<file path="config.mk">
export PLATFORM = sky130hd
export DESIGN_NAME = mi_line_ctrl
export DESIGN_NICKNAME = d
export VERILOG_FILES = /design/src/rtl/mi_line_pkg.sv /design/src/rtl/mi_delay_line.sv /design/src/rtl/mi_msg_select.sv /design/src/rtl/mi_line_ctrl.sv
export SDC_FILE = /design/constraint.sdc
export NUM_CORES = 1
export LEC_CHECK = 0
export ABC_AREA = 1
export BUFFER_PORTS_ARGS = -buffer_cell sky130_fd_sc_hd__buf_4
export CAP_MARGIN = 20
export CORE_MARGIN = 2
export CORE_UTILIZATION = 51
export DETAILED_ROUTE_END_ITERATION = 8
export GPL_TIMING_DRIVEN = 0
export HOLD_SLACK_MARGIN = 0.1
export PLACE_DENSITY = 0.79
export SLEW_MARGIN = 15
export SYNTH_ARGS = -nofsm -noshare
export SYNTH_HDL_FRONTEND = slang
export SYNTH_SLANG_ARGS = --single-unit
</file>
<file path="constraint.sdc">
create_clock -name clk -period 2.34 [get_ports clk]
set_input_delay 0.234 -clock clk [delete_from_list [all_inputs] [get_ports clk]]
set_output_delay 0.234 -clock clk [all_outputs]
set_load 0.005 [all_outputs]
</file>
<file path="src/rtl/mi_line_pkg.sv">
package mi_line_pkg;

  typedef enum logic [2:0] {
    ST_I, ST_IS, ST_IM, ST_M, ST_MI, ST_II, ST_MII
  } line_st_e;

  typedef enum logic [3:0] {
    EV_NONE, EV_RD, EV_WR, EV_REPL, EV_BADOP,
    EV_DATA, EV_GETX, EV_INV, EV_ACK, EV_NACK
  } line_ev_e;

  typedef struct packed {
    logic     take;
    line_st_e nxt;
    logic     err;
    logic     hit;
    logic     miss;
    logic     get;
    logic     put;
    logic     snd_line;
    logic     snd_buf;
    logic     buf_fill;
    logic     buf_free;
    logic     fill;
    logic     done;
    logic     evict;
  } line_act_t;

  function automatic line_ev_e cpu_event(logic [2:0] op);
    case (op)
      3'd0, 3'd1: return EV_RD;
      3'd2, 3'd3: return EV_WR;
      3'd4:       return EV_REPL;
      default:    return EV_BADOP;
    endcase
  endfunction

  function automatic line_ev_e fwd_event(logic [1:0] t);
    case (t)
      2'd0:    return EV_GETX;
      2'd1:    return EV_INV;
      2'd2:    return EV_ACK;
      default: return EV_NACK;
    endcase
  endfunction

  function automatic logic is_write_done(line_st_e s, line_ev_e e);
    return (e == EV_WR) || (s == ST_IM);
  endfunction

  // Complete transition table of the line; take=0 means the message stalls.
  function automatic line_act_t line_step(line_st_e s, line_ev_e e);
    line_act_t a;
    a      = '0;
    a.nxt  = s;
    a.take = (e != EV_NONE);
    if (e != EV_NONE) begin
      case (s)
        ST_I: case (e)
          EV_RD, EV_WR: begin
            a.miss = 1'b1; a.get = 1'b1;
            a.nxt  = (e == EV_RD) ? ST_IS : ST_IM;
          end
          EV_REPL, EV_INV: ;
          default: a.err = 1'b1;
        endcase
        ST_IS, ST_IM: case (e)
          EV_DATA: begin a.fill = 1'b1; a.done = 1'b1; a.nxt = ST_M; end
          EV_RD, EV_WR, EV_REPL, EV_GETX, EV_INV: a.take = 1'b0;
          default: a.err = 1'b1;
        endcase
        ST_M: case (e)
          EV_RD, EV_WR: begin a.hit = 1'b1; a.done = 1'b1; end
          EV_GETX: begin a.snd_line = 1'b1; a.evict = 1'b1; a.nxt = ST_I; end
          EV_REPL, EV_INV: begin
            a.buf_fill = 1'b1; a.put = 1'b1; a.evict = 1'b1; a.nxt = ST_MI;
          end
          default: a.err = 1'b1;
        endcase
        ST_MI: case (e)
          EV_ACK:  begin a.buf_free = 1'b1; a.nxt = ST_I; end
          EV_INV:  ;
          EV_GETX: begin a.snd_buf = 1'b1; a.nxt = ST_II; end
          EV_NACK: a.nxt = ST_MII;
          EV_RD, EV_WR, EV_REPL: a.take = 1'b0;
          default: a.err = 1'b1;
        endcase
        ST_MII: case (e)
          EV_GETX: begin a.snd_buf = 1'b1; a.buf_free = 1'b1; a.nxt = ST_I; end
          EV_RD, EV_WR, EV_REPL: a.take = 1'b0;
          default: a.err = 1'b1;
        endcase
        default: case (e) // ST_II
          EV_NACK: begin a.buf_free = 1'b1; a.nxt = ST_I; end
          EV_RD, EV_WR, EV_REPL: a.take = 1'b0;
          default: a.err = 1'b1;
        endcase
      endcase
    end
    return a;
  endfunction

endpackage

</file>
<file path="src/rtl/mi_delay_line.sv">
module mi_delay_line #(
  parameter int W   = 8,
  parameter int LAT = 2
) (
  input  logic         clk,
  input  logic         rst_n,
  input  logic [W-1:0] din,
  output logic [W-1:0] dout
);
  logic [W-1:0] stg [LAT];

  always_ff @(posedge clk or negedge rst_n) begin
    if (!rst_n) begin
      for (int i = 0; i < LAT; i++) stg[i] <= '0;
    end else begin
      stg[0] <= din;
      for (int i = 1; i < LAT; i++) stg[i] <= stg[i-1];
    end
  end

  assign dout = stg[LAT-1];
endmodule

</file>
<file path="src/rtl/mi_msg_select.sv">
module mi_msg_select
  import mi_line_pkg::*;
(
  input  line_st_e    state,
  input  logic        cpu_valid,
  input  logic [2:0]  cpu_op,
  input  logic        fwd_valid,
  input  logic [1:0]  fwd_type,
  input  logic        rsp_valid,
  output line_ev_e    ev,
  output line_act_t   act,
  output logic        cpu_ready,
  output logic        fwd_ready,
  output logic        rsp_ready
);
  always_comb begin
    if (rsp_valid)      ev = EV_DATA;
    else if (fwd_valid) ev = fwd_event(fwd_type);
    else if (cpu_valid) ev = cpu_event(cpu_op);
    else                ev = EV_NONE;
    act       = line_step(state, ev);
    rsp_ready = rsp_valid && act.take;
    fwd_ready = !rsp_valid && fwd_valid && act.take;
    cpu_ready = !rsp_valid && !fwd_valid && cpu_valid && act.take;
  end
endmodule

</file>
<file path="src/rtl/mi_line_ctrl.sv">
module mi_line_ctrl
  import mi_line_pkg::*;
#(
  parameter int DATA_W     = 32,
  parameter int ID_W       = 4,
  parameter int CNT_W      = 16,
  parameter int ISSUE_LAT  = 2,
  parameter int RESP_LAT   = 12,
  parameter bit SEND_EVICT = 1'b1
) (
  input  logic              clk,
  input  logic              rst_n,
  input  logic              cpu_valid,
  input  logic [2:0]        cpu_op,
  output logic              cpu_ready,
  input  logic              fwd_valid,
  input  logic [1:0]        fwd_type,
  input  logic [ID_W-1:0]   fwd_src,
  output logic              fwd_ready,
  input  logic              rsp_valid,
  input  logic [DATA_W-1:0] rsp_data,
  output logic              rsp_ready,
  output logic              req_valid,
  output logic              req_kind,
  output logic [DATA_W-1:0] req_data,
  output logic              out_valid,
  output logic [ID_W-1:0]   out_dest,
  output logic [DATA_W-1:0] out_data,
  output logic              done_valid,
  output logic              done_write,
  output logic [DATA_W-1:0] done_data,
  output logic              evict_notice,
  output logic [CNT_W-1:0]  hit_count,
  output logic [CNT_W-1:0]  miss_count,
  output logic              proto_err
);
  localparam int REQ_W = 2 + DATA_W;
  localparam int OUT_W = 1 + ID_W + DATA_W;

  line_st_e          state;
  line_ev_e          ev;
  line_act_t         act;
  logic [DATA_W-1:0] line_q, buf_q;
  logic              buf_vld;

  // named internal events
  logic ev_fire, ev_req, ev_send;
  logic [REQ_W-1:0] req_in, req_out;
  logic [OUT_W-1:0] out_in, out_out;

  mi_msg_select u_sel (
    .state(state), .cpu_valid(cpu_valid), .cpu_op(cpu_op),
    .fwd_valid(fwd_valid), .fwd_type(fwd_type), .rsp_valid(rsp_valid),
    .ev(ev), .act(act), .cpu_ready(cpu_ready), .fwd_ready(fwd_ready),
    .rsp_ready(rsp_ready)
  );

  assign ev_fire = act.take;
  assign ev_req  = ev_fire && (act.get || act.put);
  assign ev_send = ev_fire && (act.snd_line || act.snd_buf);
  assign req_in  = {ev_req, act.put, act.put ? line_q : {DATA_W{1'b0}}};
  assign out_in  = {ev_send, fwd_src, act.snd_buf ? buf_q : line_q};

  always_ff @(posedge clk or negedge rst_n) begin
    if (!rst_n) begin
      state        <= ST_I;
      line_q       <= '0;
      buf_q        <= '0;
      buf_vld      <= 1'b0;
      hit_count    <= '0;
      miss_count   <= '0;
      proto_err    <= 1'b0;
      done_valid   <= 1'b0;
      done_write   <= 1'b0;
      done_data    <= '0;
      evict_notice <= 1'b0;
    end else begin
      done_valid   <= ev_fire && act.done;
      evict_notice <= ev_fire && act.evict && SEND_EVICT;
      if (ev_fire) begin
        state <= act.nxt;
        if (act.fill)     line_q <= rsp_data;
        if (act.buf_fill) begin buf_q <= line_q; buf_vld <= 1'b1; end
        if (act.buf_free) buf_vld <= 1'b0;
        if (act.hit)      hit_count  <= hit_count + 1'b1;
        if (act.miss)     miss_count <= miss_count + 1'b1;
        if (act.err)      proto_err  <= 1'b1;
        if (act.done) begin
          done_write <= is_write_done(state, ev);
          done_data  <= act.fill ? rsp_data : line_q;
        end
      end
    end
  end

  mi_delay_line #(.W(REQ_W), .LAT(ISSUE_LAT)) u_req_dly (
    .clk(clk), .rst_n(rst_n), .din(req_in), .dout(req_out));
  mi_delay_line #(.W(OUT_W), .LAT(RESP_LAT)) u_out_dly (
    .clk(clk), .rst_n(rst_n), .din(out_in), .dout(out_out));

  assign {req_valid, req_kind, req_data} = req_out;
  assign {out_valid, out_dest, out_data} = out_out;

  AST_SINGLE_POP: assert property (@(posedge clk) disable iff (!rst_n)
    $onehot0({rsp_ready, fwd_ready, cpu_ready}));
  AST_RSP_FIRST: assert property (@(posedge clk) disable iff (!rst_n)
    rsp_valid |-> (!fwd_ready && !cpu_ready));
  AST_FILL_TO_M: assert property (@(posedge clk) disable iff (!rst_n)
    (rsp_ready && (state == ST_IS || state == ST_IM)) |=> (state == ST_M && done_valid));
  AST_HIT_DONE: assert property (@(posedge clk) disable iff (!rst_n)
    (cpu_ready && state == ST_M && cpu_op <= 3'd3) |=> done_valid);
  AST_BUF_LIVE: assert property (@(posedge clk) disable iff (!rst_n)
    (state inside {ST_MI, ST_II, ST_MII}) |-> buf_vld);
  AST_CPU_STALL: assert property (@(posedge clk) disable iff (!rst_n)
    (cpu_valid && cpu_op <= 3'd4 && !(state inside {ST_I, ST_M})) |-> !cpu_ready);
  AST_ERR_STICKY: assert property (@(posedge clk) disable iff (!rst_n)
    proto_err |=> proto_err);
  AST_ERR_NOMOVE: assert property (@(posedge clk) disable iff (!rst_n)
    $rose(proto_err) |-> (state == $past(state)));
endmodule

</file>
==> flow_summary.toml <==
[outcome]
outcome = "finished, final reports clean"

[drt]
vias = 10444
routed_wirelength_um = 35300
vias_per_cell = 4.69
dr.pass1.iters = 5
drt-wirelength-per-cell_um = 15.8
drc = 0
ant_nets = 0
drt_iter0_drc = 601

[global_routing]
grt_overflow = 0
grt_pass1_wl_um = 58000
track_usage = 0.182
grt_use_met1 = 0.251
grt_pass1_vias = 10866
antenna_found_initial = 0
grt_max_degree = 116
use_met3 = 0.0479
top_usage_layer = "met2"
use_met2 = 0.287

[synth]
synth_area_um2 = 19900
synth.area.mux_share = 0
ys.flop_type = "dfrtp_1"
yosys.area_share.simple = 0.0921
synth_edf_count = 0
synth_area_leaders = "dfrtp_1 (81%), nand2_1 (3.2%), buf_4 (2.7%), nor2_1 (2.4%), a21oi_1 (1.7%)"
seq_area_frac_synth = 0.814
syn_inst = 1378
synth_common_cells = "dfrtp_1 (647), nand2_1 (168), nor2_1 (128), inv_1 (76), buf_4 (71)"
synth_top_family_by_area = "simple AND/OR/NAND/NOR gates"
synth_compound_area_frac = 0.0282
synthAdderAreaFrac = 0.00126
synth.distinct_cells = 32
syn_avg_cell_area_um2 = 14.4
syn_nets = 1426
synthMostInstantiatedCell = "dfrtp_1"
ys_warn_count = 0
synth.top_cell.area_share = 0.814
async_flop_share = 1.00
yosys.area.top_type = "dfrtp_1"
synthXorXnorAreaFrac = 0.0123
yosys_register_bits = 647

[clock_tree]
worstSkewPairLatency_ns = 0.60
cts_setup_buffers = 0
root_buffer = "clkbuf_16"
cts_made_buffers = 58
htreeDepth = 2
clockBufferDepth = 3
clkTransAtPathRegs_ns = 0.07
cts_tree = "built"
clock-sinks = 647

[cells_and_area]
nFillCells = 2894
area_growth_pct = 22.7
stdcell_count = 2229
register_area_um2 = 16200
multi_input_area_um2 = 2680
layout.nets = 1716
n_antenna_cell = 0
layout-drive-gt1-share = 0.248

[sta]
max_freq_mhz = 462
drv_slew = 0
finalCritPeriodShare = 0.925
worst_slew_pin_slew_ns = 0.585
finalSetupTns_ns = 0
rsz0062_at_grt = "false"
skew_ns = 0.0173
hold_viol = 0
fin_crit_ns = 2.16
setup_viol = 0
relSlewSlack = 0.609

[power_and_ir_drop]
worst_ir_drop_vdd_v = 0.000631
p_leak_nw = 11.8
power_density_nw_per_um2 = 1260

[placement]
dp.cells = 2089
dp_hpwl_um = 22400
gp_congestion = 0.802
port_buffers = 187

[critical_path]
critPathLaunchType = "register"
crit_path_end_kind = "output pin"
crit_buf_inv = 2
critPathRequiredTime_ns = 2.11
worstPathArrival_ns = 1.93
slowest_stage = "dfrtp_1"
reg2reg_slack_ns = 0.29
crit_chain = "or2_4 -> nand3_1 -> inv_2 -> nand2_1 -> nand3_2 -> nor3_2 -> buf_4"
cp_slowest_stage_delay_ns = 0.41
path_max_fanout = 4
critPathKind = "reg2out"
crit_family = "simple AND/OR/NAND/NOR gates"

[die]
die_w_um = 202
die_y_um = 202
start_util = 0.516
ios = 188
rows = 72
fp.coreArea_um2 = 38600
dieArea_um2 = 40600

[hold_path]
min_path_type = "in2reg"

[job]
cap_viol_max_count = 0
-- path summary, 6_finish.rpt --
path,from,to,cells after the start
worst min register to register,u_out_dly.stg[348],u_out_dly.stg[311],0
worst min-delay path,fwd_type[1],evict_notice,6
worst max-delay path,state[1],cpu_ready,7
worst max register to register,state[1],done_data[19],8
max in group asynchronous,rst_n,line_q[25],4
min in group asynchronous,rst_n,u_out_dly.dout[10],2
-- power by group --
group	leakage, nW	total [mW]	internal [mW]	switching [mW]
Sequential	7.48	16.7	15.3	1.35
Combinational	3.40	4.86	2.14	2.73
Clock	0.947	9.31	5.39	3.92
Total	11.8	30.9	22.9	8.00
-- registers in the layout, indices dropped and copies added, names as in the netlist --
signal	flops
u_out_dly.stg	407
u_out_dly.dout	37
u_req_dly.dout	34
u_req_dly.stg	34
buf_q	32
done_data	32
line_q	32
hit_count	16
miss_count	16
state	3
done_valid	1
done_write	1
evict_notice	1
proto_err	1
-- final cells by class --
type	count	area share
flip-flops and latches	647	0.663
multi-input cells	543	0.110
repair buffers	230	0.0797
clock buffers	83	0.0699
plain buffers	105	0.0300
well taps	518	0.0265
inverters	83	0.0128
clock inverters	20	0.00815
-- worst reg2reg max path, stage by stage (launching register included) --
cell      delay (ns)
dfrtp_1         0.41
or2_4           0.27
nand3_1         0.10
inv_2           0.08
nand2_2         0.14
buf_2           0.30
clkbuf_1        0.45
nand3_1         0.15
nand2_1         0.09
-- cell families after synthesis --
kind of cell,count (synthesis)
flops,647
simple gates,403
buf+inv,188
compound gates,110
xor+xnor,28
fa+ha+maj,2
-- per-stage QoR --
step / util / setup WS [ns] / area, um2 / hold WS [ns] / power (mW)
2_1_floorplan: - / 0.710 / 19900 / -0.0616 / 19.0
3_3_place_gp: 0.569 / -5.53 / 21900 / 0.331 / 21.3
3_5_place_dp: 0.574 / 0.188 / 22100 / 0.247 / 21.7
4_1_cts: 0.633 / 0.000847 / 24400 / 0.114 / 31.3
5_1_grt: 0.633 / 0.0142 / 24400 / 0.201 / 32.6
6_report: 0.633 / 0.176 / 24400 / 0.162 / 30.9
-- cell usage in the layout, fill, tap and decap left out, drive strengths merged --
cell type and n:
o21ai 39, nand2 178, nor3 5, a21oi 69
clkinv 13, dlygate4sd3 37, nand3 54, or2 1
dfrtp 647, ha 2, clkinvlp 2, nand4 12
nor4 1, bufinv 3, clkbuf 95, xor2 27
nor3b 1, xnor2 1, buf 286, inv 85
nor2 149, o2111ai 1, nand3b 2, a21boi 1
-- what timing repair did --
item / CTS / global route
endpoints found under the setup margin: 1 / 10
gates resized for setup: 1 / 9
hold buffers: 37 / 0
hold endpoints to repair: 194 / 0
-- layer usage --
metal | part of all wire | wire length [um] | vias to the layer above
met4 | 0.024 | 863 | 0
met3 | 0.062 | 2200 | 63
met5 | 0 | 0 | -
met2 | 0.48 | 16900 | 297
li1 | - | - | 4812
met1 | 0.43 | 15300 | 5272
Note: power is estimated with default switching activity, not from simulation.
